## src/rtl/seldet_pkg.sv

```systemverilog
package seldet_pkg;

    localparam int ID_W  = 8;
    localparam int IDX_W = $clog2(ID_W);
    localparam int STAT_W = 8;
    localparam int STAT_PAD = STAT_W - 2 - IDX_W;

    // Sampled bus lines, all active high.
    typedef struct packed {
        logic            sel;
        logic            bsy;
        logic            rst;
        logic            par;
        logic [ID_W-1:0] data;
    } bus_t;

    localparam int BUS_W = $bits(bus_t);

    // Flags register: bit2 fast, bit1 parity enable, bit0 filter bypass.
    typedef struct packed {
        logic fast;
        logic par_en;
        logic glitch_off;
    } flags_t;

    localparam int FLAGS_W = $bits(flags_t);

    // Highest-numbered set bit wins.
    function automatic logic [IDX_W-1:0] top_id(input logic [ID_W-1:0] v);
        logic [IDX_W-1:0] r;
        r = '0;
        for (int i = 0; i < ID_W; i++) begin
            if (v[i]) r = IDX_W'(i);
        end
        return r;
    endfunction

    function automatic logic odd_parity(input logic [ID_W:0] v);
        return ^v;
    endfunction

endpackage

```

## src/rtl/seldet_filter.sv

```systemverilog
module seldet_filter #(
    parameter int W = 12
) (
    input  logic         clk,
    input  logic         rst,
    input  logic         bypass,
    input  logic [W-1:0] raw,
    output logic [W-1:0] filt
);

    for (genvar i = 0; i < W; i++) begin : g_bit
        logic last_q;
        logic held_q;

        always_ff @(posedge clk) begin
            if (rst) begin
                last_q <= 1'b0;
                held_q <= 1'b0;
            end else begin
                last_q <= raw[i];
                if (bypass || (raw[i] == last_q)) begin
                    held_q <= raw[i];
                end
            end
        end

        assign filt[i] = held_q;
    end

endmodule

```

## src/rtl/seldet_qual.sv

```systemverilog
module seldet_qual
    import seldet_pkg::*;
#(
    parameter int unsigned SLOW_QUAL = 43,
    parameter int unsigned FAST_QUAL = 5
) (
    input  logic             clk,
    input  logic             rst,
    input  logic             fast,
    input  logic             par_en,
    input  logic [ID_W-1:0]  id_mask,
    input  bus_t             bus,
    output logic             accept,
    output logic [IDX_W-1:0] hit_id
);

    localparam int CNT_W = $clog2(SLOW_QUAL + 1);

    logic [CNT_W-1:0] cnt;
    logic [CNT_W-1:0] limit;
    logic [ID_W-1:0]  hits;
    logic             par_ok;
    logic             cond;

    assign limit  = fast ? CNT_W'(FAST_QUAL) : CNT_W'(SLOW_QUAL);
    assign hits   = bus.data & id_mask;
    assign par_ok = !par_en || odd_parity({bus.par, bus.data});
    assign cond   = bus.sel && !bus.bsy && (|hits) && par_ok;

    always_ff @(posedge clk) begin
        if (rst || !cond) begin
            cnt <= '0;
        end else if (cnt < limit) begin
            cnt <= cnt + 1'b1;
        end
    end

    assign accept = cond && (cnt == limit - 1'b1);
    assign hit_id = top_id(hits);

    // acceptance needs the condition to have been present the cycle before too
    assert_accept_after_hold_R4: assert property (@(posedge clk) disable iff (rst)
        accept |-> $past(cond));

endmodule

```

## src/rtl/scsi_sel_detect.sv

```systemverilog
module scsi_sel_detect
    import seldet_pkg::*;
#(
    parameter int unsigned SLOW_QUAL = 43,
    parameter int unsigned FAST_QUAL = 5
) (
    input  logic              clk,
    input  logic              rst,
    input  logic              reg_we,
    input  logic              reg_addr,
    input  logic [7:0]        reg_wdata,
    input  logic              bus_sel_i,
    input  logic              bus_bsy_i,
    input  logic              bus_rst_i,
    input  logic [ID_W-1:0]   bus_data_i,
    input  logic              bus_par_i,
    input  logic              stat_rd,
    output logic [STAT_W-1:0] stat_data,
    output logic              irq
);

    logic [ID_W-1:0]  id_mask;
    flags_t           flags;
    bus_t             raw_bus;
    bus_t             filt_bus;
    logic             accept;
    logic [IDX_W-1:0] hit_id;
    logic [IDX_W-1:0] sel_id;
    logic             sel_flag;
    logic             rst_flag;
    logic             unused_wdata;

    assign unused_wdata = ^reg_wdata[7:FLAGS_W];

    // Configuration registers
    always_ff @(posedge clk) begin
        if (rst) begin
            id_mask <= '0;
            flags   <= '0;
        end else if (reg_we) begin
            if (reg_addr == 1'b0) id_mask <= reg_wdata[ID_W-1:0];
            else                  flags   <= flags_t'(reg_wdata[FLAGS_W-1:0]);
        end
    end

    assign raw_bus.sel  = bus_sel_i;
    assign raw_bus.bsy  = bus_bsy_i;
    assign raw_bus.rst  = bus_rst_i;
    assign raw_bus.par  = bus_par_i;
    assign raw_bus.data = bus_data_i;

    seldet_filter #(.W(BUS_W)) i_filter (
        .clk    (clk),
        .rst    (rst),
        .bypass (flags.glitch_off),
        .raw    (raw_bus),
        .filt   (filt_bus)
    );

    seldet_qual #(
        .SLOW_QUAL (SLOW_QUAL),
        .FAST_QUAL (FAST_QUAL)
    ) i_qual (
        .clk     (clk),
        .rst     (rst),
        .fast    (flags.fast),
        .par_en  (flags.par_en),
        .id_mask (id_mask),
        .bus     (filt_bus),
        .accept  (accept),
        .hit_id  (hit_id)
    );

    // Latched status; a completing selection wins over a read in the same cycle.
    always_ff @(posedge clk) begin
        if (rst) begin
            sel_flag <= 1'b0;
            sel_id   <= '0;
            rst_flag <= 1'b0;
        end else begin
            if (accept) begin
                sel_flag <= 1'b1;
                if (!sel_flag) sel_id <= hit_id;
            end else if (stat_rd) begin
                sel_flag <= 1'b0;
            end
            if (filt_bus.rst) rst_flag <= 1'b1;
        end
    end

    assign stat_data = {{STAT_PAD{1'b0}}, (sel_flag ? sel_id : {IDX_W{1'b0}}), rst_flag, sel_flag};
    assign irq       = sel_flag | rst_flag;

    // the bus reset status never clears without a controller reset
    assert_rst_sticky_R8: assert property (@(posedge clk) disable iff (rst)
        rst_flag |=> rst_flag);

    // a status read with no completing selection clears the flag
    assert_read_clears_R6: assert property (@(posedge clk) disable iff (rst)
        (stat_rd && !accept) |=> !sel_flag);

    // a selection can only rise while some ID is enabled
    assert_mask_gate_R5: assert property (@(posedge clk) disable iff (rst)
        $rose(sel_flag) |-> $past(id_mask != '0));

endmodule

```

## config.mk

```make
export PLATFORM = sky130hd
export DESIGN_NAME = scsi_sel_detect
export DESIGN_NICKNAME = d
export VERILOG_FILES = /design/src/rtl/seldet_pkg.sv /design/src/rtl/seldet_filter.sv /design/src/rtl/seldet_qual.sv /design/src/rtl/scsi_sel_detect.sv
export SDC_FILE = /design/constraint.sdc
export NUM_CORES = 1
export LEC_CHECK = 0
export CAP_MARGIN = 40
export CORE_MARGIN = 3
export CORE_UTILIZATION = 47
export CTS_CLUSTER_SIZE = 30
export DETAILED_ROUTE_END_ITERATION = 16
export GPL_ROUTABILITY_DRIVEN = 1
export PLACE_DENSITY = 0.83
export SLEW_MARGIN = 25
export SYNTH_ARGS = -nofsm -noshare
export SYNTH_HDL_FRONTEND = slang
export SYNTH_SLANG_ARGS = --single-unit
```

## constraint.sdc

```tcl
create_clock -name clk -period 2.15 [get_ports clk]
set_input_delay 0.3225 -clock clk [delete_from_list [all_inputs] [get_ports clk]]
set_output_delay 0.3225 -clock clk [all_outputs]
set_load 0.01 [all_outputs]
```

# After elaboration in Yosys (flattened, before gate mapping)
# Index checks and enable logic that the tools add are counted.
# Widths: inputs -> output; s select.
# word_totals
reg_bits,46
in_bits,25
output_inout_bits,9
elab_cells,90
# classes
add_sub_neg,2
magnitude_cmp,1
eq_ne,13
n_mux,11
n_bitwise,4
n_reduce_logical,27
# op_table
cell,n
$mux 3,5
$logic_or 1x1->1,14
$eq 1x1->1,12
$reduce_xor 9->1,1
$and 8x8->8,1
$reduce_or 8->1,1
$add 6x1->6 const B,1
$eq 6x6->1,1
$lt 6x6->1,1
$mux 6,1
$reduce_and 2->1,3
$sub 6x1->6 const B,1
$logic_and 1x1->1,4
$mux 2,2
$logic_not 1->1,3
$mux 1,3
$not 1->1,2
$reduce_bool 2->1,1
$or 1x1->1,1

# Depth between registers and ports, before layout
# Gate-level depths: netlist (run 1).
# depth
ltp_word,8
mapped_depth,8
mapped_depth_nobuf,7

# Hierarchy
# Synthesis (run 1) repeated with hierarchy kept, for this count alone.
# unflattened
hier_cells,243
area_unflattened_um2,2327.2
# by_module_without_submodules
module,n_inst,cells_each,area_per_inst_um2,seq_area_each_um2
seldet_filter,1,100,959.7,480.5
scsi_sel_detect,1,77,767.0,320.3
seldet_qual,1,66,600.6,120.1

# Worst setup path after synthesis (run 1)
# Ideal clock, no wire load.
# synth_timing
path_kind,register to register
from,reg flags[2] (netlist bit)
to,reg i_qual.cnt[5]
setup_time_ps,70
arrival_ps,2068
required_ps,2080
setup_slack_ps,12
path_stages_with_launch,9
n_path_buf,1
path_cell_list,dfxtp_1 -> inv_1 -> ha_1 -> a21o_1 -> a211o_1 -> a211o_1 -> clkbuf_1 -> or3_1 -> a21oi_1
# synth_between
elab_chain_len,2
# synth_lines
item,line_no,source
start: declaration,scsi_sel_detect.sv:23,flags_t flags;
start signal: assignment,scsi_sel_detect.sv:42,else flags <= flags_t'(reg_wdata[FLAGS_W-1:0]);
$mux 6,seldet_qual.sv:25,assign limit = fast ? CNT_W'(FAST_QUAL) : CNT_W'(SLOW_QUAL);
$lt 6x6->1,seldet_qual.sv:33,end else if (cnt < limit) begin
end signal: assignment,seldet_qual.sv:34,cnt <= cnt + 1'b1;
end: declaration,seldet_qual.sv:19,logic [CNT_W-1:0] cnt;
# Every way passes these cells.
# A chain may end at the register's enable or synchronous reset.

# Worst setup path in the final report (run 1)
# Ends and elaborated chain as after synthesis.

==> results of run 1 <==
-- path summary, 6_finish.rpt --
check | startpoint | to | slack [ns] | depth (start not counted)
hold reg to reg | i_filter.g_bit[9].held_q$_SDFFE_PP0P_ | i_filter.g_bit[9].held_q$_SDFFE_PP0P_ | 0.48 | 2
setup / recovery | flags[2]$_SDFFE_PP0P_ | i_qual.cnt[5]$_SDFFE_PP0N_ | 0.09 | 7
setup reg to reg | flags[2]$_SDFFE_PP0P_ | i_qual.cnt[5]$_SDFFE_PP0N_ | 0.09 | 7
hold / removal | i_filter.g_bit[9].held_q$_SDFFE_PP0P_ | i_filter.g_bit[9].held_q$_SDFFE_PP0P_ | 0.48 | 2
-- stage by stage --
| stage | instance area (um^2) | setup TNS [ns] | utilization (%) | power, mW | std cells |
|---|---|---|---|---|---|
| floorplan | 2040 | 0 | - | 1.04 | 225 |
| finish | 2510 | 0 | 61.4 | 1.63 | 309 |
| global route | 2510 | 0 | 61.4 | 1.70 | 309 |
| CTS | 2480 | 0 | 60.7 | 1.64 | 307 |
| global placement | 2390 | 0 | 58.5 | 1.11 | 299 |
| detailed placement | 2390 | -0.0216 | 58.5 | 1.12 | 299 |
-- kinds of logic after synthesis --
group,after synthesis,share of synthesized area [%]
buffers and inverters,18,4.31
other,1,0.185
AOI/OAI and AO/OA,67,19.1
xor gates and xnor gates,5,3.51
adders and majority gates,5,3.08
muxes,11,5.48
and+or+nand+nor,70,19.0
DFF,46,45.3
-- cells in the mapped netlist (2+ instances only) --
cell      count
a211o_1       2
a211oi_1      3
a21oi_1      20
a22oi_1       5
a31oi_1       3
and2_1        4
and4_1        2
buf_4         5
clkbuf_1      8
dfxtp_1      46
ha_1          5
inv_1         4
mux2i_1      10
nand2_1       8
nand3_1       5
nor2_1       14
nor2b_1      26
o21ai_0      28
or3_1         4
xnor2_1       2
xnor3_1       2
-- placed cells by master (no fill, tap or decap), types with 2 or more instances in the layout --
master,instances
dfxtp_1,44
clkdlybuf4s50_1,30
o21ai_0,28
nor2b_1,26
a21oi_1,19
nor2_1,14
mux2i_1,10
buf_4,10
nand2_1,8
a22oi_1,5
nand3_1,5
ha_1,5
clkbuf_8,5
and2_1,4
inv_1,4
or3_1,4
a31oi_1,3
a211oi_1,3
conb_1,3
xnor3_1,2
xnor2_1,2
and4_1,2
dfxtp_2,2
-- power by group --
part	switching (mW)	total, mW	leakage, nW	internal (mW)
registers	0.0222	0.910	0.378	0.888
logic	0.0820	0.198	0.548	0.116
clock network	0.292	0.522	0.0452	0.229
-- layout make-up --
cell class | instances | area [um^2] | area share (%)
clock buffers | 6 | 72.6 | 2.89
clock inverters | 2 | 13.8 | 0.548
inverters | 4 | 15.0 | 0.598
multi-input cells | 161 | 1050 | 41.7
flip-flops and latches | 46 | 923 | 36.8
well taps | 50 | 62.6 | 2.49
repair buffers | 40 | 375 | 15.0
-- sequential cells by signal, indices dropped and copies added (netlist names) --
| signal | flops |
|---|---|
| i_filter.g_bit.held_q | 12 |
| sel_id | 3 |
| rst_flag | 1 |
| sel_flag | 1 |
| i_qual.cnt | 6 |
| i_filter.g_bit.last_q | 12 |
| flags | 3 |
| id_mask | 8 |
-- metal layers --
metal	share of wire, %	vias to the layer above	track usage (%)
li1	-	849	-
met1	45	763	18.1
met2	49	29	27.9
met3	4.7	7	4.35
met4	1.5	0	5.64
met5	0	-	0
-- repair_timing --
item / in CTS / in global routing
pin swaps: 0 / 2
gates resized for setup: 1 / 5
setup buffers: 0 / 2
endpoints found under the setup margin: 4 / 6
-- worst max-delay path, stage by stage, from the launching register on --
cell and delay (ns):
dfxtp_1 0.34, inv_1 0.04, ha_1 0.28, a21o_1 0.18, a211o_1 0.32, a211o_4 0.36
or3_1 0.34, a21oi_1 0.14
==> out/summary.txt, run 1 <==
Die height: 71.8 um
Number of global-route vias before repair: 1,481
Total GRT Usage: 15.7%
First drt pass iteration count: 4
Minimum clock period after layout: 2.06 ns
CP Launch Type: flop
DR vias: 1,648
Setup CP Type: reg2reg
Post-Syn Area per Cell: 9.11 um^2
Sequential area share after synthesis: 45.3%
Iter 0 DRT Violations: 41
Die Area: 5150 um^2
Clk pin slew, worst setup/hold paths: 0.09 ns
Largest net degree at the start of global routing: 41
Area Growth Syn to Fin: 23.5%
Post-cts hold buffer count: 0
RSZ-0062 raised after global routing: no
LEAKAGE: 0.971 nW
Worst Path Required: 2.39 ns
Yosys cell types: 38
Post-synth EDFFs: 0
Status: finished, final reports clean
Routed Wire Length: 3870 um
ANT cells: 0
Asr flop ratio synth: 0%
Dpl ws: -0.0208 ns
First-pass GRT wire length: 6390 um
Clk_lat worst skew: 0.30 ns
Initial antenna violation count: 0
Setup ws final: 0.0883 ns
Clock sink count: 46
CP max FO: 7
Final count of hold timing violations: 0
Clk root buf: clkbuf_8
Core box area: 4090 um^2
Final Wtd Congestion: 0.737
Worst Hold Class: reg2reg
Cell area after synthesis: 2030 um^2
Fmax: 485 MHz
Gate Count Post-Synth: 223
CTS tree: yes
Register bit total from synthesis: 46
H-Tree Depth: 2
Crit. End Element: flop
Share of layout cells above drive strength 1: 8.88%
Min Hold Slack: 0.481 ns
# fillers: 359
# IOs: 34
Initial Utilization: 49.7%
Drt wl/cell: 12.5 um
CTS buffer count: 5
Global-route congestion overflow total: 0
Synth Flop Type: dfxtp_1
Yosys warns: 0
Area leader, netlist: dfxtp_1
Row count: 23
Yosys top cell area share: 45.3%
Die Span X: 71.8 um
Cell Pwr Density: 650 nW/um^2
# port buffers: 30
Final HPWL from detailed placement: 2830 um
Final Net Count: 288
CTS Buffer Depth: 2
Top cells by area, synth: dfxtp_1, nor2b_1, o21ai_0
Max-cap viol count: 0
Critical Path AT: 2.30 ns
Slew Limit Fails: 0
Worst vdd ir: 0.514 mV
Tcrit/Tclk final: 95.9%
Final setup fails: 0
Post-route ant nets: 0
Vias per cell: 5.33
DRC: 0
Setup Skew: 0.00547 ns
Power figures use the tool's default switching activity.
==> run 2: changes to the inputs <==
--- a/config.mk
+++ b/config.mk
@@ -11,7 +11,7 @@
 export CTS_CLUSTER_SIZE = 30
 export DETAILED_ROUTE_END_ITERATION = 16
 export GPL_ROUTABILITY_DRIVEN = 1
-export PLACE_DENSITY = 0.83
+export PLACE_DENSITY_LB_ADDON = 0.2
 export SLEW_MARGIN = 25
 export SYNTH_ARGS = -nofsm -noshare
 export SYNTH_HDL_FRONTEND = slang
==> run 2 against run 1 <==
Via count up 0.85%. Global-route usage is 0.84 points higher. Count of clock-buffer cells in the layout unchanged. Die area is the same. First-iteration DRC count grew 27%. Largest cell class unchanged. Worst hold slack lost 0.0054 ns.
==> out/summary.txt, run 2 (synthesis results as in run 1) <==
Clk root buf: clkbuf_8
CP max FO: 5 (-2)
Crit. End Element: flop
CTS buffer count: 5 (unchanged)
Worst Hold Class: reg2reg
Slew Limit Fails: 0 (unchanged)
Die height: 71.8 um (unchanged)
Largest registers: i_filter.g_bit.held_q (12), i_filter.g_bit.last_q (12), id_mask (8)
Worst flop-to-flop path startpoint: flags[2]$_SDFFE_PP0P_
# IOs: 34 (unchanged)
Largest net degree at the start of global routing: 41 (unchanged)
Worst-margin pin slew: 0.754 ns
Reg power frac: 55.4% (-0.4 points)
Met2 wire length: 1830 um (-3.6%)
CTS Buffer Depth: 2 (unchanged)
Initial antenna violation count: 0 (unchanged)
Row count: 23 (unchanged)
Worst vdd ir: 0.407 mV (-21%)
Met3 wire len: 164 um (-10%)
Final Net Count: 292 (+1.4%)
Post-layout instance area: 2560 um^2 (+2.0%)
Net Switching: 385 uW (-2.8%)
Critical Path AT: 2.28 ns (-0.02 ns)
Area Growth Syn to Fin: 26.0%
H-Tree Depth: 2 (unchanged)
Reg2reg setup slack: 0.10 ns (+0.02 ns)
Highest routed metal layer: met4
Max-cap viol count: 0 (unchanged)
CP delay by family, top: compound AO/OA/AOI/OAI gates
Power Internal: 1.27 mW (+2.6%)
Wl on met1: 1880 um (+8.1%)
Worst Path Required: 2.39 ns (about the same)
First drt pass iteration count: 4 (unchanged)
CP Launch Point: flags[2]$_SDFFE_PP0P_
Number of global-route vias before repair: 1,572 (+6.1%)
Critical path buffers and inverters: 1 (unchanged)
DP Area: 2410 um^2 (+0.94%)
Combinational Power Share: 11.9% (-0.3 points)
Tcrit/Tclk final: 95.2% (-0.73 points)
RSZ-0062 raised after global routing: no
Most frequent cells in the layout: dfxtp_1, clkdlybuf4s50_1, o21ai_0, nor2b_1, a21oi_1
R2R depth: 7 (unchanged)
Post-Place Cells: 302 (+1.0%)
Clk pin slew, worst setup/hold paths: 0.09 ns (about the same)
Cell Pwr Density: 645 nW/um^2 (-0.76%)
Max incr delay on CP: 0.37 ns (about the same)
Share of layout cells above drive strength 1: 11.8% (+2.9 points)
Drt wl/cell: 12.5 um (-0.41%)
Fmax: 489 MHz (+0.77%)
Clk_lat worst skew: 0.29 ns (about the same)
Die Span X: 71.8 um (unchanged)
CP Cell Sequence: inv_1, ha_1, a21o_1, a211o_1, a211o_4, or3_4, a21oi_2
Min Hold Slack: 0.476 ns (-0.00540 ns)
Final HPWL from detailed placement: 2790 um (-1.5%)
Final Wtd Congestion: 0.760 (+3.1%)
Final setup fails: 0 (unchanged)
LEAKAGE: 1.00 nW (+3.1%)
CTS tree: yes
Die Area: 5150 um^2 (unchanged)
Iter 0 DRT Violations: 52 (+27%)
Vias per cell: 5.31 (-0.44%)
Routed Wire Length: 3910 um (+0.88%)
Setup Skew: 0.00859 ns (+0.00312 ns)
DRC: 0 (unchanged)
Post-route setup TNS: 0 ns (unchanged)
First-pass GRT wire length: 6840 um (+7.0%)
Clock sink count: 46 (unchanged)
Worst path slowest cell: or3_4
FF-to-FF End: i_qual.cnt[5]$_SDFFE_PP0N_
Worst Setup EP: i_qual.cnt[5]$_SDFFE_PP0N_
Post-route ant nets: 0 (unchanged)
Setup CP Type: reg2reg
Non-filler cells, final: 313 (+1.3%)
Commonest non-fill, non-tap cell in the layout: dfxtp_1
Post-cts hold buffer count: 0 (unchanged)
DR vias: 1,662 (+0.85%)
CP Depth: 7 (unchanged)
Sw Ratio: 23.3% (-0.98 points)
Minimum clock period after layout: 2.05 ns (-0.0157 ns)
Final count of hold timing violations: 0 (unchanged)
ANT cells: 0 (unchanged)
Status: finished, final reports clean
# port buffers: 30 (unchanged)
# fillers: 373 (+3.9%)
Total GRT Usage: 16.6% (+0.84 points)
Power share of the clock group: 32.8% (+0.8 points)
Max-slew headroom: 49.7%
Initial Utilization: 49.7% (unchanged)
CP Launch Type: flop
Core box area: 4090 um^2 (unchanged)
Global-route congestion overflow total: 0 (unchanged)
-- run 2: cell count changes in the layout (fill, tap and decap cells not counted), sizes merged --
cell and change:
buf +3, a211o +1, clkinvlp +1, clkinv -1
-- run 2: power by group through the flow --
| stage | Combinational, mW | Sequential, mW | Clock [mW] |
|---|---|---|---|
| final | 0.196 | 0.914 | 0.541 |
| after floorplan | 0.112 | 0.925 | 0 |
| after CTS | 0.189 | 0.914 | 0.555 |
| after detailed placement | 0.186 | 0.934 | 0 |
| after global placement | 0.184 | 0.932 | 0 |
| after global routing | 0.219 | 0.921 | 0.593 |
-- run 2: worst min-delay path by stage --
stage | from | slack [ns] | end | depth (start not counted)
after global placement | i_filter.g_bit[9].held_q$_SDFFE_PP0P_ | 0.45 | rst_flag$_SDFFE_PP0P_ | 2
after detailed placement | flags[1]$_SDFFE_PP0P_ | 0.47 | flags[1]$_SDFFE_PP0P_ | 2
final | flags[1]$_SDFFE_PP0P_ | 0.48 | flags[1]$_SDFFE_PP0P_ | 2
after floorplan | i_filter.g_bit[9].held_q$_SDFFE_PP0P_ | 0.43 | rst_flag$_SDFFE_PP0P_ | 2
after CTS | flags[1]$_SDFFE_PP0P_ | 0.48 | flags[1]$_SDFFE_PP0P_ | 2
after global routing | flags[1]$_SDFFE_PP0P_ | 0.50 | flags[1]$_SDFFE_PP0P_ | 2
-- run 2: per-stage QoR --
step	utilization (%)	setup WS, ns	total power [mW]
global placement	59.0	0.0558	1.12
finish	62.7	0.104	1.65
floorplan	-	0.0121	1.04
global route	62.7	0.0109	1.73
CTS	61.7	0.0227	1.66
detailed placement	59.0	0.00948	1.12
-- run 2: repair_timing --
action / 4_1_cts / 5_1_grt
gates cloned: 0 / 1
setup endpoints to repair: 6 / 6
gates resized for setup: 2 / 6
pin swaps: 0 / 4
buffers inserted: 0 / 2
-- run 2: area by class of cell --
class | instances | area, um^2 | area share (%)
Inverter | 4 | 15.0 | 0.586
Tap cell | 50 | 62.6 | 2.44
Clock inverter | 2 | 12.5 | 0.489
Sequential cell | 46 | 925 | 36.1
Timing Repair Buffer | 43 | 398 | 15.5
Multi-Input combinational cell | 162 | 1070 | 41.6
Clock buffer | 6 | 82.6 | 3.22
-- run 2: per-layer routing --
metal | up-vias | global-route usage, %
li1 | 860 | -
met1 | 769 | 21.0
met2 | 29 | 27.8
met3 | 4 | 3.79
met4 | 0 | 5.64
met5 | - | 0
-- run 2: worst reg2reg max path, cell delays in order, from the launching register on --
cell	delay, ns
dfxtp_2	0.34
inv_1	0.04
ha_1	0.28
a21o_1	0.18
a211o_1	0.30
a211o_4	0.36
or3_4	0.37
a21oi_2	0.12
